## config.mk

```make
export PLATFORM = sky130hd
export DESIGN_NAME = irq_aggregator
export DESIGN_NICKNAME = d
export VERILOG_FILES = /design/src/rtl/irqagg_pkg.sv /design/src/rtl/irqagg_slice.sv /design/src/rtl/irqagg_line.sv /design/src/rtl/irq_aggregator.sv
export SDC_FILE = /design/constraint.sdc
export NUM_CORES = 1
export LEC_CHECK = 0
export ABC_AREA = 0
export CAP_MARGIN = 30
export CORE_MARGIN = 2
export CORE_UTILIZATION = 48
export CTS_CLUSTER_DIAMETER = 80
export DETAILED_ROUTE_END_ITERATION = 10
export GPL_ROUTABILITY_DRIVEN = 0
export HOLD_SLACK_MARGIN = 0.12
export PLACE_DENSITY = 0.85
export SLEW_MARGIN = 30
export SYNTH_ARGS = -nofsm -noshare
export SYNTH_HDL_FRONTEND = slang
export SYNTH_SLANG_ARGS = --single-unit
```

## constraint.sdc

```tcl
create_clock -name clk -period 4.7 [get_ports clk]
set_clock_uncertainty 0.2 [all_clocks]
set_input_delay 1.175 -clock clk [delete_from_list [all_inputs] [get_ports clk]]
set_output_delay 1.175 -clock clk [all_outputs]
set_load 0.005 [all_outputs]
```

## src/rtl/irqagg_pkg.sv

```systemverilog
package irqagg_pkg;
   localparam int FLAG_W        = 16;
   localparam int MASK_W        = 15;
   localparam int F_ACK         = 0;
   localparam int F_NAK         = 1;
   localparam int F_RXDONE      = 2;
   localparam int F_ARB_LOST    = 3;
   localparam int F_STOP_OK     = 4;
   localparam int F_STOP_BAD    = 5;
   localparam int F_CLK_TMO     = 6;
   localparam int F_RECOV_DONE  = 13;
   localparam int F_DATA_TMO    = 14;
   localparam int F_TGT_TMO     = 15;
endpackage

```

## src/rtl/irqagg_slice.sv

```systemverilog
module irqagg_slice #(
   parameter int FLAG_W = 16,
   parameter int EN_W   = 15,
   parameter int CLR_W  = 15,
   parameter int RXD    = 2
) (
   input  logic              clk,
   input  logic              rst_n,
   input  logic [FLAG_W-1:0] evt_i,
   input  logic              en_wr_i,
   input  logic              clr_i,
   input  logic [FLAG_W-1:0] wdata_i,
   input  logic              rx_pend_i,
   output logic [FLAG_W-1:0] sts_o,
   output logic [EN_W-1:0]   en_o,
   output logic              glb_o,
   output logic              glb_nxt_o,
   output logic              rx_cont_o
);
   generate
      if (EN_W > FLAG_W || CLR_W > FLAG_W || RXD >= CLR_W)
         $error("irqagg_slice: bad width parameters");
   endgenerate

   logic [FLAG_W-1:0] sts_q, sts_nxt, en_ext, clr_mask, kept;
   logic [EN_W-1:0]   en_q;
   logic              glb_q, glb_nxt, glb_after_clr, hit, cont_q;

   always_comb begin
      en_ext               = '0;
      en_ext[EN_W-1:0]     = en_q;
      clr_mask             = '0;
      clr_mask[CLR_W-1:0]  = wdata_i[CLR_W-1:0] & {CLR_W{clr_i}};
      kept                 = sts_q & ~clr_mask;
      hit                  = |evt_i;
      sts_nxt              = hit ? ((kept | evt_i) & en_ext) : kept;
      glb_after_clr        = (clr_i && kept == '0) ? 1'b0 : glb_q;
      glb_nxt              = (hit && sts_nxt != '0) ? 1'b1 : glb_after_clr;
   end

   always_ff @(posedge clk) begin
      if (!rst_n) begin
         sts_q  <= '0;
         en_q   <= '0;
         glb_q  <= 1'b0;
         cont_q <= 1'b0;
      end else begin
         sts_q  <= sts_nxt;
         glb_q  <= glb_nxt;
         cont_q <= clr_i & wdata_i[RXD] & sts_q[RXD] & rx_pend_i;
         if (en_wr_i) en_q <= wdata_i[EN_W-1:0];
      end
   end

   assign sts_o     = sts_q;
   assign en_o      = en_q;
   assign glb_o     = glb_q;
   assign glb_nxt_o = glb_nxt;
   assign rx_cont_o = cont_q;

   // after an evaluation no status bit lies outside the old enable word
   p_masked_r3: assert property (@(posedge clk) disable iff (!rst_n)
      (|evt_i) |=> ((sts_q & ~FLAG_W'($past(en_q))) == '0));

   // every enabled event bit is present next cycle, even under a clear
   p_set_wins_r7: assert property (@(posedge clk) disable iff (!rst_n)
      (|evt_i) |=> ((($past(evt_i) & FLAG_W'($past(en_q))) & ~sts_q) == '0));

   // non-zero status always has its summary bit raised
   p_glb_cover_r4: assert property (@(posedge clk) disable iff (!rst_n)
      (sts_q != '0) |-> glb_q);

   // a continue pulse needs a clear of a held receive flag with a pending receive
   p_cont_cause_r8: assert property (@(posedge clk) disable iff (!rst_n)
      rx_cont_o |-> $past(clr_i && wdata_i[RXD] && sts_q[RXD] && rx_pend_i));

   // a clear alone never sets a status bit
   p_clr_only_r5: assert property (@(posedge clk) disable iff (!rst_n)
      (clr_i && !(|evt_i)) |=> ((sts_q & ~$past(sts_q)) == '0));
endmodule

```

## src/rtl/irqagg_line.sv

```systemverilog
module irqagg_line #(
   parameter int NUM_BUS = 4
) (
   input  logic               clk,
   input  logic               rst_n,
   input  logic [NUM_BUS-1:0] glb_nxt_i,
   input  logic [NUM_BUS-1:0] glb_i,
   output logic               irq_o
);
   logic irq_q;

   always_ff @(posedge clk) begin
      if (!rst_n) irq_q <= 1'b0;
      else        irq_q <= |glb_nxt_i;
   end

   assign irq_o = irq_q;

   // the line is low whenever no summary bit is held
   p_irq_low_r6: assert property (@(posedge clk) disable iff (!rst_n)
      (glb_i == '0) |-> !irq_o);
endmodule

```

## src/rtl/irq_aggregator.sv

```systemverilog
module irq_aggregator #(
   parameter int NUM_BUS = 4,
   parameter int FLAG_W  = irqagg_pkg::FLAG_W,
   parameter int EN_W    = irqagg_pkg::MASK_W
) (
   input  logic                      clk,
   input  logic                      rst_n,
   input  logic [NUM_BUS*FLAG_W-1:0] evt_i,
   input  logic [NUM_BUS-1:0]        en_wr_i,
   input  logic [NUM_BUS-1:0]        clr_i,
   input  logic [FLAG_W-1:0]         wdata_i,
   input  logic [NUM_BUS-1:0]        rx_pend_i,
   output logic [NUM_BUS*FLAG_W-1:0] sts_o,
   output logic [NUM_BUS*EN_W-1:0]   en_o,
   output logic [NUM_BUS-1:0]        glb_o,
   output logic                      irq_o,
   output logic [NUM_BUS-1:0]        rx_cont_o
);
   localparam int CLR_W = EN_W;

   generate
      if (NUM_BUS < 1) $error("irq_aggregator: NUM_BUS must be positive");
   endgenerate

   logic [NUM_BUS-1:0] glb_nxt;

   for (genvar b = 0; b < NUM_BUS; b++) begin : g_bus
      irqagg_slice #(
         .FLAG_W (FLAG_W),
         .EN_W   (EN_W),
         .CLR_W  (CLR_W),
         .RXD    (irqagg_pkg::F_RXDONE)
      ) u_slice (
         .clk       (clk),
         .rst_n     (rst_n),
         .evt_i     (evt_i[b*FLAG_W +: FLAG_W]),
         .en_wr_i   (en_wr_i[b]),
         .clr_i     (clr_i[b]),
         .wdata_i   (wdata_i),
         .rx_pend_i (rx_pend_i[b]),
         .sts_o     (sts_o[b*FLAG_W +: FLAG_W]),
         .en_o      (en_o[b*EN_W +: EN_W]),
         .glb_o     (glb_o[b]),
         .glb_nxt_o (glb_nxt[b]),
         .rx_cont_o (rx_cont_o[b])
      );
   end

   irqagg_line #(.NUM_BUS(NUM_BUS)) u_line (
      .clk       (clk),
      .rst_n     (rst_n),
      .glb_nxt_i (glb_nxt),
      .glb_i     (glb_o),
      .irq_o     (irq_o)
   );

   // the line only rises after some channel reported an event
   p_irq_rise_r4: assert property (@(posedge clk) disable iff (!rst_n)
      $rose(irq_o) |-> $past(|evt_i));

   // a channel's summary bit only rises when that channel had events
   for (genvar b = 0; b < NUM_BUS; b++) begin : g_chk
      p_own_bit_r9: assert property (@(posedge clk) disable iff (!rst_n)
         $rose(glb_o[b]) |-> $past(|evt_i[b*FLAG_W +: FLAG_W]));
   end
endmodule

```

==> results of run 1 <==
==> synth_stat cells, drive strengths merged (17+ instances only) <==
| library cell | n | area (µm²) |
|---|---|---|
| o221a | 26 | 293 |
| clkbuf | 24 | 90.1 |
| buf | 34 | 193 |
| nor2 | 90 | 338 |
| dfxtp | 133 | 2660 |
| o21ai | 27 | 135 |
| a21oi | 17 | 85.1 |
| o22ai | 25 | 156 |
| inv | 35 | 134 |
| nor4 | 20 | 138 |
| a21boi | 41 | 308 |
| mux2i | 60 | 601 |
==> state kept, by name, summed over array words and instances, names as in the netlist <==
name and flops:
g_bus.u_slice.en_o 60, g_bus.u_slice.rx_cont_o 4, g_bus.u_slice.glb_o 4, u_line.irq_o 1
g_bus.u_slice.sts_o 64
==> logic make-up (layout without fill, tap and decap cells) <==
| kind of cell | Yosys count | count (layout) | synth area share, % |
|---|---|---|---|
| AOI/OAI and AO/OA | 187 | 187 | 24.2 |
| buffers and inverters | 93 | 302 | 7.08 |
| DFF | 133 | 133 | 45.2 |
| muxes | 60 | 60 | 10.2 |
| and+or+nand+nor | 163 | 163 | 13.3 |
==> power by group <==
part	switching, mW	internal [mW]
registers	0.0470	1.18
logic	0.202	0.230
clock network	0.515	0.806
total	0.764	2.21
==> layer usage <==
layer	track usage [%]	share of wire [%]	wire length, µm
met3	8.70	9.9	2310
met4	15.6	4.2	975
met2	57.2	47	11000
met5	0	0	0
met1	43.6	39	9040
==> cell type report <==
| type | instances | share of cell area [%] |
|---|---|---|
| Inverter | 35 | 1.54 |
| Sequential cell | 133 | 30.6 |
| Clock buffer | 20 | 5.24 |
| Timing Repair Buffer | 235 | 26.8 |
| Clock inverter | 12 | 1.49 |
| Tap cell | 147 | 2.11 |
| Multi-Input combinational cell | 410 | 32.2 |
==> worst max-delay path by stage <==
| stage | from | to | depth (start not counted) |
|---|---|---|---|
| 3_3_place_gp | wdata_i[8] | u_line.irq_o | 8 |
| 2_1_floorplan | wdata_i[3] | u_line.irq_o | 8 |
| 5_1_grt | wdata_i[8] | u_line.irq_o | 8 |
| 6_report | wdata_i[8] | u_line.irq_o | 8 |
| 3_5_place_dp | wdata_i[8] | u_line.irq_o | 8 |
| 4_1_cts | wdata_i[8] | u_line.irq_o | 8 |
==> worst max-delay path: stages <==
cell	delay (ns)
clkdlybuf4s50_1	0.92
a21boi_0	0.23
o21ai_0	0.22
o2111ai_1	0.15
a211o_1	0.26
nor4_2	0.28
o21bai_1	0.12
o41a_1	0.44
==> results.ini, run 1 <==
[status]
outcome = finished clean

[clock_tree]
numCtsBuffers = 17
clockRootBuffer = clkbuf_16
htreeDepth = 4
cts.sinks = 133
postCtsSetupBuffers = 0
clk_path_buf_depth = 2
clkTransAtPathRegs_ns = 0.05
cts_hold_buf = 0
post_cts_resized = 0
cts_tree = done
clock_latency_ns = 0.42

[power]
totalPowerFinal_mw = 2.98
cellLeakagePower_nw = 3.55
ir_worst_vdd_v = 0.000192
p_per_area_nw_per_um2 = 342

[synth]
yosysWarningCount = 0
syn_avg_cell_area_um2 = 9.26
syn-instance-count = 636
netlist_area_um2 = 5890
synth_ff_type = dfxtp_1
ys_ff_latch = 133
synth_fp_nets = 730
yosys.cell_types.count = 45
ys_seq_area_share_pct = 45.2
synth_edf_count = 0
async_reset_ff_share_pct = 0

[sta]
setup_total_negative_slack_ns = 0
finalCritPeriodShare_pct = 79.0
slew_headroom_pct = 33.6
max_freq_ghz = 0.269
grt_setup_unrepaired = no
hold_slack_ns = 0.312
worst_slack_ns = 0.985
finalHoldViolations = 0
tightest_slew_ns = 0.993
maxSlewViolCount = 0
finalCriticalPeriod_ns = 3.71
setup_viol = 0

[finish]
drive_above_1_share_pct = 8.88
final_cells = 992
nets = 926
fillers = 868
area_delta_synth_final_pct = 47.9
final_common_cell = clkdlybuf4s50_1
regArea_um2 = 2660
multiInputGateArea_um2 = 2810
fin_area_um2 = 8710
antenna_cells = 0
fin_util_pct = 72.5
mostFrequentLayoutCells = clkdlybuf4s50_1, dfxtp_1, nor2_1, mux2i_1, a21boi_0

[worst_setup_path]
crit_required_ns = 4.80
cp.arrival_ns = 3.81
worstSetupEndpointType = flop
reg2reg_to = u_line.irq_o
r2r_start = g_bus[0].u_slice.sts_o[3]
path_class = input port to flop
crit_fanout = 9
reg2reg_depth = 7
critPathLaunchType = input port
rrSetupSlack_ns = 2.38

[floorplanning]
dieArea_um2 = 13200
die_x_um = 115
num_rows = 40
die_y_um = 115
start_util_pct = 49.0
ios = 227
floorplan.core_area_um2 = 12000

[hold_path]
hp-class = flop to flop
min_path_cells = 1
min_from = g_bus[0].u_slice.sts_o[15]
hold_end = g_bus[0].u_slice.sts_o[15]

[drt]
drt-pass1-iter-count = 5
vias = 6225
wl_um = 23300
drc = 0
post_drt_via_cell_ratio = 6.28
drtIter0Drc = 713
postRouteAntennaNets = 0
wl_per_cell_um = 23.5

[global_routing]
antenna_found_initial = 0
grt_pass1_wl_um = 34900
grt_max_degree = 85
grtUsageTotal_pct = 34.9
grt-ovfl-total = 0
grt_pass1_vias = 6233

[job]
maxCapViolations = 0

[placement]
dpl.hpwl_um = 16200
dp_slack_ns = 0.667
placed_area_um2 = 8130
place.port_buffers = 225
placed_cells_incl_taps = 960

No activity file was read; power rests on OpenSTA's default activity.
==> inputs of run 2 (changes only) <==
--- a/config.mk
+++ b/config.mk
@@ -8,12 +8,12 @@
 export ABC_AREA = 0
 export CAP_MARGIN = 30
 export CORE_MARGIN = 2
-export CORE_UTILIZATION = 48
+export CORE_UTILIZATION = 44
 export CTS_CLUSTER_DIAMETER = 80
 export DETAILED_ROUTE_END_ITERATION = 10
 export GPL_ROUTABILITY_DRIVEN = 0
 export HOLD_SLACK_MARGIN = 0.12
-export PLACE_DENSITY = 0.85
+export PLACE_DENSITY = 0.78
 export SLEW_MARGIN = 30
 export SYNTH_ARGS = -nofsm -noshare
 export SYNTH_HDL_FRONTEND = slang
==> constraint.sdc (replaced) <==
create_clock -name clk -period 3.5 [get_ports clk]
set_clock_uncertainty 0.2 [all_clocks]
set_input_delay 0.875 -clock clk [delete_from_list [all_inputs] [get_ports clk]]
set_output_delay 0.875 -clock clk [all_outputs]
set_load 0.005 [all_outputs]
==> run 2 against run 1 <==
  * Total power up 36%
  * Cell count up 6.3%
  * Clock power rose by 36%
  * Critical endpoint is now g_bus[1].u_slice.glb_o
  * Critical path type unchanged
==> results.ini, run 2 (same netlist as run 1, synthesis figures left out) <==
[status]
outcome = finished clean

[worst_setup_path]
critPathLaunchType = input port
rrSetupSlack_ns = 1.24  ; -1.14 ns
critPathMaxStageDelay_ns = 0.61  ; -0.31 ns
path_class = input port to flop
slowest_stage = and4_1
cp.arrival_ns = 3.32  ; -0.49 ns
cp_top_family = simple AND/OR/NAND/NOR gates
cp_common_cell = nor4_1
worstSetupEndpointType = flop
critPathBufInv = 1  ; unchanged
crit_fanout = 14  ; +5
crit_chain = clkdlybuf4s50_1, nor4_1, and4_1, o22ai_1, nand4_1, nor4_1, o21ai_0, and2_1
crit_required_ns = 3.66  ; -1.14 ns

[clock_tree]
postCtsSetupBuffers = 0  ; unchanged
post_cts_resized = 0  ; unchanged
cts_hold_buf = 0  ; unchanged
cts_tree = done
clock_latency_ns = 0.42  ; about the same
numCtsBuffers = 17  ; unchanged
cts.sinks = 133  ; unchanged
htreeDepth = 4  ; unchanged
clockRootBuffer = clkbuf_16
clk_path_buf_depth = 2  ; unchanged
clkTransAtPathRegs_ns = 0.05  ; about the same

[finish]
final_common_cell = clkdlybuf4s50_1
drive_above_1_share_pct = 12.3  ; +3.4 points
mostFrequentLayoutCells = clkdlybuf4s50_1, dfxtp_1, nor2_1, mux2i_1
nets = 960  ; +3.7%
largest_reg_flops = 64  ; unchanged
antenna_cells = 0  ; unchanged
area_delta_synth_final_pct = 53.7
fin_area_um2 = 9050  ; +3.9%

[sta]
setup_viol = 0  ; unchanged
finalCriticalPeriod_ns = 3.16
grt_setup_unrepaired = no
slew_headroom_pct = 58.2  ; +25 points
finalHoldViolations = 0  ; unchanged
max_freq_ghz = 0.317
tightest_slew_ns = 0.625  ; -0.368 ns
setup_total_negative_slack_ns = 0  ; unchanged
finalCritPeriodShare_pct = 90.2
maxSlewViolCount = 0  ; unchanged

[power]
ir_worst_vdd_v = 0.000305  ; +59%
p_per_area_nw_per_um2 = 446  ; +31%
cellLeakagePower_nw = 3.75  ; +5.6%

[floorplanning]
dieArea_um2 = 14300  ; +8.8%
num_rows = 42  ; +5.0%
start_util_pct = 44.8  ; -4.2 points
die_x_um = 120  ; +4.3%
floorplan.core_area_um2 = 13100  ; +9.4%
ios = 227  ; unchanged
die_y_um = 120  ; +4.3%

[placement]
place.port_buffers = 225  ; unchanged
dpl.hpwl_um = 17100  ; +5.2%
placed_area_um2 = 8460  ; +4.0%

[hold_path]
hp-class = flop to flop

[drt]
wl_um = 23400  ; +0.45%
vias = 6383  ; +2.5%
drt-pass1-iter-count = 5  ; unchanged
drtIter0Drc = 786  ; +10%
drc = 0  ; unchanged
post_drt_via_cell_ratio = 6.06  ; -3.5%
postRouteAntennaNets = 0  ; unchanged
wl_per_cell_um = 22.2  ; -5.5%

[global_routing]
antenna_found_initial = 0  ; unchanged
grt_pass1_vias = 6264  ; +0.50%
grt-ovfl-total = 0  ; unchanged
grt_pass1_wl_um = 34900  ; unchanged
grtUsageTotal_pct = 31.9  ; -2.9 points
grt_max_degree = 47  ; -45%

[job]
maxCapViolations = 0  ; unchanged

-- run 2: cell count changes in the layout (fill, tap and decap cells not counted) --
cell / before / now
clkbuf_1: 1 / 0
buf_12: 1 / 4
clkinv_4: 2 / 0
clkinvlp_4: 5 / 2
clkbuf_8: 2 / 5
clkinv_2: 3 / 5
buf_4: 9 / 40
clkdlybuf4s50_1: 224 / 225
clkbuf_2: 1 / 0
-- run 2: worst paths after layout --
check | startpoint | to | cells after the start
worst max-delay path | evt_i[25] | g_bus[1].u_slice.glb_o | 8
worst min-delay path | g_bus[1].u_slice.sts_o[2] | g_bus[1].u_slice.rx_cont_o | 2
worst max register to register | g_bus[0].u_slice.sts_o[2] | u_line.irq_o | 7
worst min register to register | g_bus[1].u_slice.sts_o[2] | g_bus[1].u_slice.rx_cont_o | 2
-- run 2: tightest hold or removal path, cell delays in order (launching register included) --
cell	delay, ns
dfxtp_1	0.33
nand3_1	0.09
nor2_1	0.04
-- run 2: final cells by class --
class	count	area, µm²
Clock inverter	9	100
Multi-Input combinational cell	410	2810
Sequential cell	133	2660
Timing Repair Buffer	269	2630
Fill cell	1005	4090
Inverter	35	134
Clock buffer	22	494
Tap cell	176	220
-- run 2: through the flow --
stage | utilization (%) | total power, mW | hold WS, ns | setup WS [ns] | cells
2_1_floorplan | - | 1.89 | 0.264 | 0.750 | 636
3_3_place_gp | 64.4 | 2.25 | 0.283 | 0.00283 | 1023
3_5_place_dp | 64.4 | 2.27 | 0.294 | 0.0202 | 1023
4_1_cts | 68.9 | 4.03 | 0.303 | 0.424 | 1054
5_1_grt | 68.9 | 4.15 | 0.327 | 0.144 | 1054
6_report | 68.9 | 4.04 | 0.304 | 0.345 | 1054
-- run 2: report_power, final --
part	total (mW)	internal, mW	leakage (nW)	switching [mW]
combinational	0.605	0.332	2.36	0.272
clock	1.79	1.13	0.294	0.659
sequential	1.65	1.58	1.09	0.0646
-- run 2: metal layers --
layer | track usage, % | part of all wire [%]
met1 | 40.3 | 40
met2 | 51.4 | 46
met3 | 8.51 | 11
met4 | 14.0 | 3.7
met5 | 0 | 0
